[config.mk]
export PLATFORM = sky130hd
export DESIGN_NAME = link_oddinv_codec
export DESIGN_NICKNAME = d
export VERILOG_FILES = /design/src/rtl/link_oddinv_codec.sv
export SDC_FILE = /design/constraint.sdc
export NUM_CORES = 1
export LEC_CHECK = 0
export BUFFER_PORTS_ARGS = -buffer_cell sky130_fd_sc_hd__clkbuf_2
export CELL_PAD_IN_SITES_DETAIL_PLACEMENT = 1
export CELL_PAD_IN_SITES_GLOBAL_PLACEMENT = 1
export CORE_UTILIZATION = 42
export DETAILED_ROUTE_END_ITERATION = 7
export HOLD_SLACK_MARGIN = 0.15
export PLACE_DENSITY_LB_ADDON = 0.2
export SETUP_SLACK_MARGIN = 0.3
export SLEW_MARGIN = 5
export SYNTH_ARGS = -nofsm -noshare
export SYNTH_HDL_FRONTEND = slang
export SYNTH_SLANG_ARGS = --single-unit
[constraint.sdc]
create_clock -name clk -period 10.1 [get_ports clk]
set_input_delay 1.01 -clock clk [delete_from_list [all_inputs] [get_ports clk]]
set_output_delay 1.01 -clock clk [all_outputs]
set_load 0.02 [all_outputs]
[src/rtl/link_oddinv_codec.sv]
module link_oddinv_codec #(
  parameter int W = 16
) (
  input  logic         clk,
  input  logic         rst_n,
  input  logic         enc_valid,
  input  logic [W-2:0] enc_payload,
  output logic         lnk_valid,
  output logic [W-1:0] lnk_word,
  input  logic         dec_valid,
  input  logic [W-1:0] dec_word,
  output logic         dec_out_valid,
  output logic [W-2:0] dec_payload
);
  localparam int NPAIR = W - 1;
  localparam int CW    = $clog2(W) + 1;
  localparam int HALF  = (W - 1) / 2;

  function automatic logic [W-1:0] odd_wires();
    logic [W-1:0] m;
    for (int i = 0; i < W; i++) m[i] = (i % 2) == 1;
    return m;
  endfunction

  localparam logic [W-1:0] ODD_LINES  = odd_wires();
  localparam logic [W-1:0] EVEN_LINES = ~ODD_LINES;

  // encoder: candidate, its odd-inverted twin, per-pair benefit
  logic [W-1:0]     cand, cand_inv;
  logic [NPAIR-1:0] helps;
  logic [CW-1:0]    help_cnt;
  logic             flip;

  assign cand     = {1'b0, enc_payload};
  assign cand_inv = cand ^ ODD_LINES;

  for (genvar g = 0; g < NPAIR; g++) begin : g_pair
    logic tl, th, tl_i, th_i;
    logic lone, opp, opp_i;
    assign tl    = lnk_word[g]   ^ cand[g];
    assign th    = lnk_word[g+1] ^ cand[g+1];
    assign tl_i  = lnk_word[g]   ^ cand_inv[g];
    assign th_i  = lnk_word[g+1] ^ cand_inv[g+1];
    assign lone  = tl ^ th;
    assign opp   = tl & th & (cand[g] ^ cand[g+1]);
    assign opp_i = tl_i & th_i & (cand_inv[g] ^ cand_inv[g+1]);
    assign helps[g] = opp | (lone & ~opp_i);
  end

  always_comb begin
    help_cnt = '0;
    for (int i = 0; i < NPAIR; i++) help_cnt = help_cnt + CW'(helps[i]);
  end

  assign flip = help_cnt > CW'(HALF);

  always_ff @(posedge clk) begin
    if (!rst_n) begin
      lnk_valid <= 1'b0;
      lnk_word  <= '0;
    end else begin
      lnk_valid <= enc_valid;
      if (enc_valid) lnk_word <= flip ? cand_inv : cand;
    end
  end

  // decoder
  logic [W-2:0] restored;
  assign restored = dec_word[W-2:0] ^ (ODD_LINES[W-2:0] & {(W-1){dec_word[W-1]}});

  always_ff @(posedge clk) begin
    if (!rst_n) begin
      dec_out_valid <= 1'b0;
      dec_payload   <= '0;
    end else begin
      dec_out_valid <= dec_valid;
      if (dec_valid) dec_payload <= restored;
    end
  end

  p_valid_tracks_r2: assert property (@(posedge clk) disable iff (!rst_n)
    enc_valid |=> lnk_valid);

  p_idle_hold_r2: assert property (@(posedge clk) disable iff (!rst_n)
    !enc_valid |=> (!lnk_valid && $stable(lnk_word)));

  p_even_clear_r3: assert property (@(posedge clk) disable iff (!rst_n)
    enc_valid |=> ((lnk_word ^ {1'b0, $past(enc_payload)}) & EVEN_LINES) == '0);

  p_odd_follow_flag_r4: assert property (@(posedge clk) disable iff (!rst_n)
    enc_valid |=> (lnk_word[W-2:0] ^ $past(enc_payload))
                  == (ODD_LINES[W-2:0] & {(W-1){lnk_word[W-1]}}));

  p_repeat_no_flip_r6: assert property (@(posedge clk) disable iff (!rst_n)
    (enc_valid && ({1'b0, enc_payload} == lnk_word)) |=> !lnk_word[W-1]);

  p_dec_even_r8: assert property (@(posedge clk) disable iff (!rst_n)
    dec_valid |=> (dec_out_valid &&
      (((dec_payload ^ $past(dec_word[W-2:0])) & EVEN_LINES[W-2:0]) == '0)));

  p_dec_hold_r8: assert property (@(posedge clk) disable iff (!rst_n)
    !dec_valid |=> (!dec_out_valid && $stable(dec_payload)));

endmodule

# After elaboration in Yosys (flattened, before gate mapping)
# Cells that the tools add are included.
# totals
regBits,33
in_bits,35
out_inout_bits,33
wordCells,194
# classes
add_sub_neg,14
order_cmp,1
muxes,1
bitwise,174
# op_table
op,n
$and A1 B1 Y1,75
$xor A1 B1 Y1,67
$add A5 B1 Y5,10
$mux W16,1
$not A1 Y1,15
$or A1 B1 Y1,15
$xor A15 B14 Y15,1
$not A7 Y8,1
$add A4 B1 Y5,1
$gt A5 B3 Y1 const B,1
$add A3 B1 Y4,1
$add A2 B1 Y3,1
$add A1 B1 Y2,1

# Longest topological paths before layout
# Gate-level depths: netlist (run 1).
# logic_depth
depth_word,23
mapped_depth,20
depth_no_buf,19

# Worst setup path before layout (run 1)
# No wires, ideal clock.
# synth_path
path_type,input to register
startpoint,input enc_payload[7]
endpoint,register lnk_word[3]
setup_time_ns,0.120
t_arrival_ns,5.319
t_required_ns,9.980
slack_ns,4.661
path_stages,18
n_path_buf,2
cell_sequence,clkbuf_1 xor2_1 ha_1 a21boi_0 nor3_1 a311oi_1 fa_1 fa_1 fa_1 inv_1 fa_1 inv_1 ha_1 o2111ai_1 nor3_2 buf_6 nor3_1 o31a_1
# synth_via
elab_chain_len,18
elab_cells_between_ends,34
cone_classes,9 x add/sub; 1 x order compare; 1 x mux; 23 x bitwise
# synth_lines
item,line,source
"start, declared",7,"input logic [W-2:0] enc_payload,"
$not A7 Y8 (no line),-,
$xor A1 B1 Y1,"42, 43",
$and A1 B1 Y1 (2 in a row),46,assign opp_i = tl_i & th_i & (cand_inv[g] ^ cand_inv[g+1]);
$not A1 Y1,47,assign helps[g] = opp | (lone & ~opp_i);
$and A1 B1 Y1,47,
$or A1 B1 Y1,47,
$add A5 B1 Y5,52,for (int i = 0; i < NPAIR; i++) help_cnt = help_cnt + CW'(helps[i]);
$add A5 B1 Y5 (*) (8 in a row),52,
$gt A5 B3 Y1 (*),55,assign flip = help_cnt > CW'(HALF);
$mux W16 (*),63,if (enc_valid) lnk_word <= flip ? cand_inv : cand;
"end signal, assigned",63,
"end, declared",9,"output logic [W-1:0] lnk_word,"
# Mark *: on every way between the ends. The rest lies on a longest branch, timed or not.
# A chain may end at the register's enable or synchronous reset.

# Final worst setup path (run 1)
# layout_path
startpoint,input enc_payload[5]
endpoint,register lnk_word[3]
# layout_via
elab_chain_len,20
elab_cells_between_ends,36
cone_classes,11 x add/sub; 1 x order compare; 1 x mux; 23 x bitwise
# layout_lines
item,line
$not A7 Y8 (no line),-
$xor A1 B1 Y1,"42, 43"
$and A1 B1 Y1 (2 in a row),46
$not A1 Y1,47
$and A1 B1 Y1,47
$or A1 B1 Y1,47
$add A4 B1 Y5,52
$add A5 B1 Y5 (*) (10 in a row),52
$gt A5 B3 Y1 (*),55
$mux W16 (*),63
# Marks and branches as above.

==> results of run 1 <==
## worst register-to-register path, stage by stage (launching register included)
cell,delay [ps]
dfxtp_1,450
xor2_1,140
ha_1,320
a21boi_0,190
nor3_1,60
a311oi_1,390
fa_1,510
fa_1,480
fa_1,550
inv_1,60
fa_1,550
inv_1,50
ha_1,270
o2111ai_1,150
nor3_2,600
nor3_1,130
o31a_1,260
## stage by stage
step                      utilization  hold slack [ps]
after floorplan                     -              589
after global placement          0.503              461
after detailed placement        0.503              470
after CTS                       0.518              487
after global routing            0.518              498
final                           0.518              481
## how the worst max path moves through the flow
stage | start | end | slack (ps) | depth (start not counted)
after global routing | enc_payload[7] | lnk_word[3]$_SDFFE_PN0P_ | 4030 | 17
after floorplan | enc_payload[7] | lnk_word[3]$_SDFFE_PN0P_ | 4660 | 18
after global placement | enc_payload[5] | lnk_word[3]$_SDFFE_PN0P_ | 4190 | 17
final | enc_payload[5] | lnk_word[3]$_SDFFE_PN0P_ | 4380 | 17
after CTS | enc_payload[6] | lnk_word[3]$_SDFFE_PN0P_ | 4350 | 17
after detailed placement | enc_payload[6] | lnk_word[3]$_SDFFE_PN0P_ | 4070 | 17
## cell families after synthesis
kind of cell / share of synthesized area
AO/OA/AOI/OAI: 0.179
buffers and inverters: 0.0705
multiplexers: 0.0640
AND/OR/NAND/NOR: 0.172
flip-flops: 0.264
XOR/XNOR: 0.0770
adder cells (fa/ha/maj): 0.173
## per-layer routing
metal,wire (um),share of wire
met1,2570,0.44
met2,2930,0.51
met3,244,0.042
met4,57,0.0098
met5,0,0
## cell type report
cell class                      count  area [sq um]  share of cell area
Clock inverter                      2          10.0             0.00343
Multi-Input combinational cell    212          1670               0.570
Sequential cell                    33           661               0.226
Inverter                           23          86.3              0.0296
Timing Repair Buffer               67           335               0.115
Clock buffer                        6          72.6              0.0248
Tap cell                           72          90.1              0.0308
## power groups by stage
stage	combinational, W	clock (W)	sequential (W)
after detailed placement	0.000732	0	0.000170
after CTS	0.000746	0.000101	0.000167
final	0.000737	0.0000956	0.000167
after floorplan	0.000569	0	0.000186
after global placement	0.000700	0	0.000169
after global routing	0.000858	0.000106	0.000169
## sequential cells by signal (all words and copies together), names as in the netlist
signal         count
dec_out_valid      1
dec_payload       15
lnk_valid          1
lnk_word          16
## cell usage after synthesis, types with 3 or more instances
| library cell | instances |
|---|---|
| nor3_1 | 10 |
| or3_1 | 6 |
| dfxtp_1 | 33 |
| o211a_1 | 7 |
| nor3b_1 | 7 |
| a31oi_1 | 3 |
| nor2_1 | 8 |
| inv_1 | 23 |
| a21oi_1 | 7 |
| nand2_1 | 16 |
| nand3_1 | 13 |
| nor2b_1 | 16 |
| a32oi_1 | 6 |
| mux2i_1 | 16 |
| clkbuf_1 | 15 |
| o22ai_1 | 4 |
| xnor2_1 | 7 |
| ha_1 | 21 |
| a21boi_0 | 9 |
| xor2_1 | 15 |
| a311oi_1 | 6 |
| fa_1 | 8 |
| buf_2 | 3 |
| o21ai_0 | 15 |
==> impl_metrics.json, run 1 <==
{
  "status": "finished clean",
  "min_period_over_period": 0.566,
  "wl_per_cell_um": 14.0,
  "place.gp.congestion": 0.748,
  "dr.first_iter.drc_count": 31,
  "clock-sinks": 33,
  "finalPower_w": 0.000999,
  "critPathMaxStageDelay_ps": 600,
  "grt_pass1_wl_um": 9450,
  "drc": 0,
  "rsz0062_at_grt": "false",
  "ys_seq_area_frac": 0.264,
  "max_slew.worst_pin.slew_ps": 785,
  "n_antenna_cell": 0,
  "max_slew_margin": 0.477,
  "period_needed_ps": 5720,
  "p_sw_frac": 0.516,
  "yosys.area.top_type": "dfxtp_1",
  "ant_nets": 0,
  "vias": 2194,
  "holdPathEnd": "dec_payload[7]$_SDFFE_PN0P_",
  "dp_hpwl_um": 4460,
  "synth_flop_cell": "dfxtp_1",
  "met2_usage": 0.352,
  "cts_hold_buffers": 0,
  "final_layout_size_suffix_gt1_frac": 0.222,
  "cp_top_family": "adder cells",
  "tritoncts": "yes",
  "cap_viol_max_count": 0,
  "p_clk_frac": 0.096,
  "power_frac_comb": 0.737,
  "htreeDepth": 2,
  "p_sw_w": 0.000516,
  "dieArea_sq_mm": 0.00627,
  "final.setup_skew_ps": 5.73,
  "met1_usage": 0.222,
  "nFillCells": 698,
  "layout_common_cells": "clkbuf_2 (67), dfxtp_1 (33), inv_1 (23)",
  "r2r-start": "lnk_word[6]$_SDFFE_PN0P_",
  "grt_busiest_layer": "met2",
  "path_max_fanout": 14,
  "path_clk_slew_ps": 70,
  "setup_viol": 0,
  "synthArstFlopShare": 0,
  "post_cts_buffers": 0,
  "cell_internal_pwr_w": 0.000483,
  "setup_tns_ps": 0,
  "vias_per_cell": 5.29,
  "wl_um": 5810,
  "grt_pass1_vias": 2122,
  "clockBufferDepth": 2,
  "reg2reg_slack_ps": 4840,
  "place_inst": 407,
  "hold_viol_final": 0,
  "rr_endpoint": "lnk_word[3]$_SDFFE_PN0P_",
  "fmax_mhz": 175,
  "yosysTopAreaCellShare": 0.264,
  "synth_nets": 353,
  "power_density_mw_per_mm2": 342,
  "clockRootBuffer": "clkbuf_8",
  "startpoint_type": "input pin",
  "seqPwrFrac": 0.167,
  "die_y_um": 79.2,
  "grt_max_degree": 46,
  "cp_slowest_cell": "nor3_2",
  "dp_slack_ps": 4070,
  "synth_area_per_cell_sq_um": 8.66,
  "synth-edff-count": 0,
  "pin_count": 68,
  "final_common_cell": "clkbuf_2",
  "reg2reg_depth": 16,
  "yosys_warnings": 0,
  "core-area_sq_mm": 0.00564,
  "maxSlewViolCount": 0,
  "ys_ff_latch": 33,
  "syn_area_sq_mm": 0.00250,
  "grt_usage": 0.189,
  "syn_to_final_growth_pct": 16.7,
  "clk_latency_ps": 280,
  "numCtsBuffers": 5,
  "final_cells": 415,
  "grt_use_met3": 0.0368,
  "holdCritStartpoint": "dec_payload[7]$_SDFFE_PN0P_",
  "fin_ws_ps": 4380,
  "overflow": 0,
  "firstDrtPassIters": 4,
  "place_area_sq_mm": 0.00284,
  "die_x_um": 79.2,
  "crit_arrival_ps": 5890,
  "vdd_drop_max_mv": 0.276,
  "nets": 406,
  "yosys-top-cells-area": "dfxtp_1 (26%), ha_1 (10%), fa_1 (6.4%)",
  "start_util": 0.444,
  "synth_cell_types": 36,
  "antenna_found_initial": 0,
  "synth_cells": 289,
  "setup.worst_path.class": "in2reg",
  "cts_resized": 0,
  "rows": 27,
  "holdCritPathClass": "reg2reg",
  "p_leak_nw": 1.44,
  "fin_area_sq_mm": 0.00292,
  "crit_path_cell_trace": "clkbuf_2 > xor2_1 > ha_1 > a21boi_0 > nor3_1 > a311oi_1 > fa_1 > fa_1 > fa_1 > inv_1 > fa_1 > inv_1 > ha_1 > o2111ai_1 > nor3_2 > nor3_1 > o31a_1",
  "holdPathStages": 1,
  "crit_buf_inv": 3,
  "crit_top_cell": "fa_1",
  "numPortBuffers": 67,
  "endpoint_kind": "register",
  "required_ps": 10280
}
(Power assumes the default switching activity.)
==> run 2: changes to the inputs <==
Settings changed: ABC_AREA from default to 1, CORE_UTILIZATION 42 to 34.
Clock period 10.1 ns to 4.8 ns, I/O delays scaled along.
==> run 2 against run 1 <==
Effect of this change:
- cell count up 21%
- via count increased by 4.8%
- cell area grew 7.6%
- non-clock buffer count is 13 higher
- critical endpoint is now lnk_word[11]$_SDFFE_PN0P_
- synthesized cell count increased by 16%
- flip-flop and latch count unchanged
- critical path type is now reg2reg
- routed wire length up 9.3%
- largest cell class unchanged
==> impl_metrics.json, run 2 <==
{
  "die_y_um": 87.0,
  "setup_viol": 0,
  "rr_endpoint": "lnk_word[11]$_SDFFE_PN0P_",
  "rsz0062_at_grt": "true",
  "startpoint_type": "register",
  "syn_area_sq_mm": 0.00246,
  "cp_top_family": "adder cells",
  "pin_count": 68,
  "vias_per_cell": 4.57,
  "crit_cells": 22,
  "crit_buf_inv": 5,
  "multiInputGateArea_sq_mm": 0.00164,
  "synth_area_per_cell_sq_um": 7.31,
  "dp_hpwl_um": 4790,
  "holdCritPathClass": "in2reg",
  "critPathMaxStageDelay_ps": 570,
  "max_slew.worst_pin.slew_ps": 560,
  "clk_latency_ps": 290,
  "path_max_fanout": 8,
  "maxSlewViolCount": 0,
  "clockRootBuffer": "clkbuf_8",
  "crit_path_cell_trace": "xnor2_4 > inv_2 > ha_4 > inv_2 > nor2_4 > o22ai_2 > fa_1 > inv_2 > fa_1 > fa_1 > inv_2 > fa_1 > inv_1 > ha_1 > o21a_1 > nand2_2 > nand2_4 > nand2_8 > nand3_2 > nand2_1 > nor2_2 > nor2_1",
  "grt_max_degree": 28,
  "grt_usage": 0.179,
  "regMostFlops": "lnk_word",
  "antenna_found_initial": 0,
  "final_common_cell": "clkbuf_2",
  "yosysTopAreaCellShare": 0.269,
  "endpoint_kind": "register",
  "setup.worst_path.class": "reg2reg",
  "synth_cells": 336,
  "period_needed_ps": 4420,
  "yosysMostFrequentCell": "nor2_1",
  "met1_usage": 0.220,
  "final.setup_skew_ps": 5.56,
  "numCtsBuffers": 5,
  "start_util": 0.358,
  "core-area_sq_mm": 0.00687,
  "grt_pass1_wl_um": 10600,
  "rows": 30,
  "reg_top3": "lnk_word x16, dec_payload x15",
  "yosys.area.top_type": "dfxtp_1",
  "drc": 0,
  "dieArea_sq_mm": 0.00757,
  "synth_flop_cell": "dfxtp_1",
  "ant_nets": 0,
  "fmax_mhz": 226,
  "required_ps": 4980,
  "ys_seq_area_frac": 0.269,
  "firstDrtPassIters": 3,
  "path_clk_slew_ps": 80,
  "die_x_um": 87.0,
  "crit_path_end": "lnk_word[11]$_SDFFE_PN0P_",
  "cap_viol_max_count": 0,
  "reg2reg_slack_ps": 380,
  "wl_per_cell_um": 12.6,
  "synthArstFlopShare": 0,
  "wl_um": 6350,
  "clock-sinks": 33,
  "register_area_sq_um": 668,
  "finish.utilization": 0.458,
  "final_layout_size_suffix_gt1_frac": 0.324,
  "min_period_over_period": 0.922,
  "synth-edff-count": 0,
  "yosys_warnings": 0,
  "nFillCells": 898,
  "cp_slowest_cell": "fa_1",
  "cts_hold_buffers": 0,
  "nets": 471,
  "tritoncts": "yes",
  "r2r-start": "lnk_word[1]$_SDFFE_PN0P_",
  "dr.first_iter.drc_count": 52,
  "htreeDepth": 2,
  "grt_busiest_layer": "met2",
  "cp-startpoint": "lnk_word[1]$_SDFFE_PN0P_",
  "clockBufferDepth": 2,
  "grt_pass1_vias": 2291,
  "vias": 2299,
  "reg2reg_depth": 22,
  "crit_arrival_ps": 4600,
  "synth_nets": 400,
  "max_slew_margin": 0.627,
  "largest_reg_flops": 16,
  "overflow": 0,
  "status": "finished clean",
  "ys_ff_latch": 33,
  "syn_to_final_growth_pct": 27.9,
  "setup_tns_ps": 0,
  "hold_viol_final": 0,
  "grt_use_met3": 0.0389,
  "layout_common_cells": "clkbuf_2 (66), nor2_1 (63), inv_1 (41)",
  "numPortBuffers": 67,
  "n_antenna_cell": 0,
  "synth_commonest_cells": "nor2_1 (67), inv_1 (45), dfxtp_1 (33), o21ai_1 (30), nand2_1 (29)",
  "place.gp.congestion": 0.725,
  "met2_usage": 0.321,
  "synth_cell_types": 25,
  "yosys-top-cells-area": "dfxtp_1 (27%), ha_1 (11%), nor2_1 (10%)"
}
## run 2: cell count changes after synthesis, sizes merged, moves of 6 or more
cell and delta:
a311oi -6, nor2 +59, nand2 +18, xnor2 +9, mux2i -16, nor3 -11, o211a -7, a32oi -6
a21boi -9, or3 -6, o21ai +26, inv +29, nor2b -16, nor3b -7
## run 2: stage by stage
stage	cells	instance area [sq um]	hold WS [ps]	worst slack [ps]
finish	503	3140	412	375
global route	503	3140	414	158
CTS	499	3030	408	309
detailed placement	492	2940	477	10.2
global placement	492	2940	464	179
floorplan	336	2510	566	302
## run 2: timing repair
| item | in CTS | in global routing |
|---|---|---|
| hold endpoints to repair | 0 | 0 |
| setup buffers | 0 | 3 |
| gates resized for setup | 2 | 21 |
| pin swaps | 0 | 20 |
| setup endpoints to repair | 2 | 8 |
| cloned | 0 | 1 |
## run 2: how the worst min path moves through the flow
stage,depth (start not counted),start,slack (ps),end
floorplan,2,lnk_word[14]$_SDFFE_PN0P_,570,lnk_word[14]$_SDFFE_PN0P_
global placement,2,dec_payload[10]$_SDFFE_PN0P_,460,dec_payload[10]$_SDFFE_PN0P_
detailed placement,2,dec_payload[12]$_SDFFE_PN0P_,480,dec_payload[12]$_SDFFE_PN0P_
CTS,3,dec_word[14],410,dec_payload[14]$_SDFFE_PN0P_
global route,3,dec_word[6],410,dec_payload[6]$_SDFFE_PN0P_
finish,3,dec_word[2],410,dec_payload[2]$_SDFFE_PN0P_
## run 2: cells by family (layout without fill, tap and decap cells)
group	after synthesis	after routing	share of synthesized area
simple gates	115	116	0.194
buf+inv	69	139	0.118
compound gates	57	57	0.130
xor+xnor	33	33	0.118
flops	33	33	0.269
fa+ha+maj	29	29	0.172
## run 2: worst register-to-register path, delay by kind of cell (launching register included)
kind / cells / cell delay (ps)
adders and majority gates: 6 / 2640
and+or+nand+nor: 8 / 660
DFF: 1 / 370
buffers and inverters: 5 / 250
AOI/OAI and AO/OA: 2 / 210
xor gates and xnor gates: 1 / 180
## run 2: final cells by class
class | count | area share
clock buffers | 6 | 0.0263
repair buffers | 80 | 0.138
inverters | 52 | 0.0621
flip-flops and latches | 33 | 0.213
multi-input cells | 235 | 0.521
clock inverters | 1 | 0.00239
well taps | 96 | 0.0382
## run 2: routing by layer
layer,wire length (um),share of wire
met1,2970,0.47
met2,3040,0.48
met3,300,0.047
met4,42,0.0066
met5,0,0
Power of run 2 is not shown: default switching activity piles up to over one toggle a cycle in this logic, so the estimate is an artifact.
==> run 3: changes to the inputs <==
Settings changed: CORE_UTILIZATION 34 to 40.
Clock period 4.8 ns to 5.6 ns, I/O delays scaled along.
==> run 3 against run 2 <==
Effect of this change:
- critical path depth is 1 higher
- flip-flop and latch count unchanged
- sequential share of layout area is 1.3 points higher
- non-clock buffer count shrank 11
- die area down 15%
- cell area down 6.8%
- utilization grew 3.7 points
==> impl_metrics.json, run 3 (synthesis gave the netlist of run 2 again) <==
{
  "met1_usage": 0.229,
  "setup_viol": 0,
  "final.setup_skew_ps": 5.38,
  "cap_viol_max_count": 0,
  "pin_count": 68,
  "cts_resized": 0,
  "wl_um": 5990,
  "holdCritPathClass": "in2reg",
  "period_needed_ps": 4750,
  "startpoint_type": "input pin",
  "max_slew_margin": 0.635,
  "tritoncts": "yes",
  "clock-sinks": 33,
  "firstDrtPassIters": 4,
  "endpoint_kind": "register",
  "required_ps": 5790,
  "syn_to_final_growth_pct": 19.1,
  "cts_hold_buffers": 0,
  "dieArea_sq_mm": 0.00646,
  "htreeDepth": 2,
  "grt_pass1_vias": 2266,
  "clockRootBuffer": "clkbuf_8",
  "drc": 0,
  "numPortBuffers": 67,
  "holdCritStartpoint": "dec_word[12]",
  "post_cts_buffers": 0,
  "final_layout_size_suffix_gt1_frac": 0.247,
  "vias": 2254,
  "dp_hpwl_um": 4580,
  "place.gp.congestion": 0.743,
  "overflow": 0,
  "dr.first_iter.drc_count": 54,
  "setup_tns_ps": 0,
  "die_y_um": 80.4,
  "rr_endpoint": "lnk_word[11]$_SDFFE_PN0P_",
  "largest_reg_flops": 16,
  "grt_busiest_layer": "met2",
  "grt_usage": 0.204,
  "hold_viol_final": 0,
  "regMostFlops": "lnk_word",
  "setup.worst_path.class": "in2reg",
  "grt_use_met3": 0.0545,
  "clockBufferDepth": 2,
  "clk_latency_ps": 290,
  "reg2reg_depth": 22,
  "antenna_found_initial": 0,
  "nets": 459,
  "ant_nets": 0,
  "rsz0062_at_grt": "false",
  "holdPathEnd": "dec_payload[12]$_SDFFE_PN0P_",
  "min_period_over_period": 0.849,
  "crit_arrival_ps": 4940,
  "fmax_mhz": 210,
  "reg_top3": "lnk_word x16, dec_payload x15",
  "holdPathStages": 3,
  "r2r-start": "lnk_word[1]$_SDFFE_PN0P_",
  "reg2reg_slack_ps": 910,
  "path_clk_slew_ps": 80,
  "path_max_fanout": 15,
  "met2_usage": 0.372,
  "maxSlewViolCount": 0,
  "grt_max_degree": 28,
  "status": "finished clean",
  "rows": 28,
  "start_util": 0.415,
  "hold_slack_ps": 494,
  "die_x_um": 80.4,
  "numCtsBuffers": 5,
  "max_slew.worst_pin.slew_ps": 547,
  "wl_per_cell_um": 12.7,
  "grt_pass1_wl_um": 10000,
  "vias_per_cell": 4.79,
  "layout_common_cells": "nor2_1 (67), clkbuf_2 (67), inv_1 (45)",
  "core-area_sq_mm": 0.00592,
  "n_antenna_cell": 0
}
## run 3: cell count changes in the layout (fill, tap and decap cells not counted), sizes merged
cell,before,now
buf,14,2
bufinv,0,1
clkbuf,72,73
nand2,35,34
## run 3: through the flow
step / std cells / setup WS [ps] / util / instance area [sq um]
floorplan: 336 / 805 / - / 2460
global placement: 463 / 755 / 0.474 / 2810
detailed placement: 463 / 508 / 0.474 / 2810
CTS: 471 / 813 / 0.495 / 2930
global route: 471 / 547 / 0.495 / 2930
finish: 471 / 848 / 0.495 / 2930
## run 3: worst max-delay path by stage
stage / startpoint / endpoint / slack [ps] / depth (start not counted)
after floorplan: enc_payload[1] / lnk_word[7]$_SDFFE_PN0P_ / 810 / 23
after global placement: enc_payload[1] / lnk_word[13]$_SDFFE_PN0P_ / 750 / 22
after detailed placement: enc_payload[1] / lnk_word[11]$_SDFFE_PN0P_ / 510 / 22
after CTS: enc_payload[1] / lnk_word[11]$_SDFFE_PN0P_ / 810 / 22
after global routing: enc_payload[1] / lnk_word[1]$_SDFFE_PN0P_ / 550 / 23
final: enc_payload[1] / lnk_word[11]$_SDFFE_PN0P_ / 850 / 23
## run 3: cell type report
type | instances | area (sq um)
Tap cell | 75 | 93.8
Fill cell | 790 | 2990
Multi-Input combinational cell | 234 | 1510
Sequential cell | 33 | 661
Clock inverter | 2 | 37.5
Timing Repair Buffer | 69 | 350
Clock buffer | 6 | 82.6
Inverter | 52 | 195
## run 3: critical path: stages
cell and delay (ps):
clkbuf_2 140, xnor2_1 260, inv_1 110, ha_1 320, inv_1 50, nor2_1 110
o22ai_1 110, fa_1 510, inv_1 60, fa_1 520, fa_1 550, inv_1 50
fa_1 530, inv_1 40, ha_1 280, o21a_1 130, nand2_1 60, nand2_2 70
nand2_4 140, nand3_1 110, nand2_1 50, nor2_1 130, nor2_1 50
## run 3: per-layer routing
layer / wire [um] / vias to the layer above
met5: 0 / -
met4: 73 / 0
met1: 2600 / 1045
met3: 306 / 6
met2: 3020 / 51
li1: - / 1152
Power of run 3 is left out for the same reason.
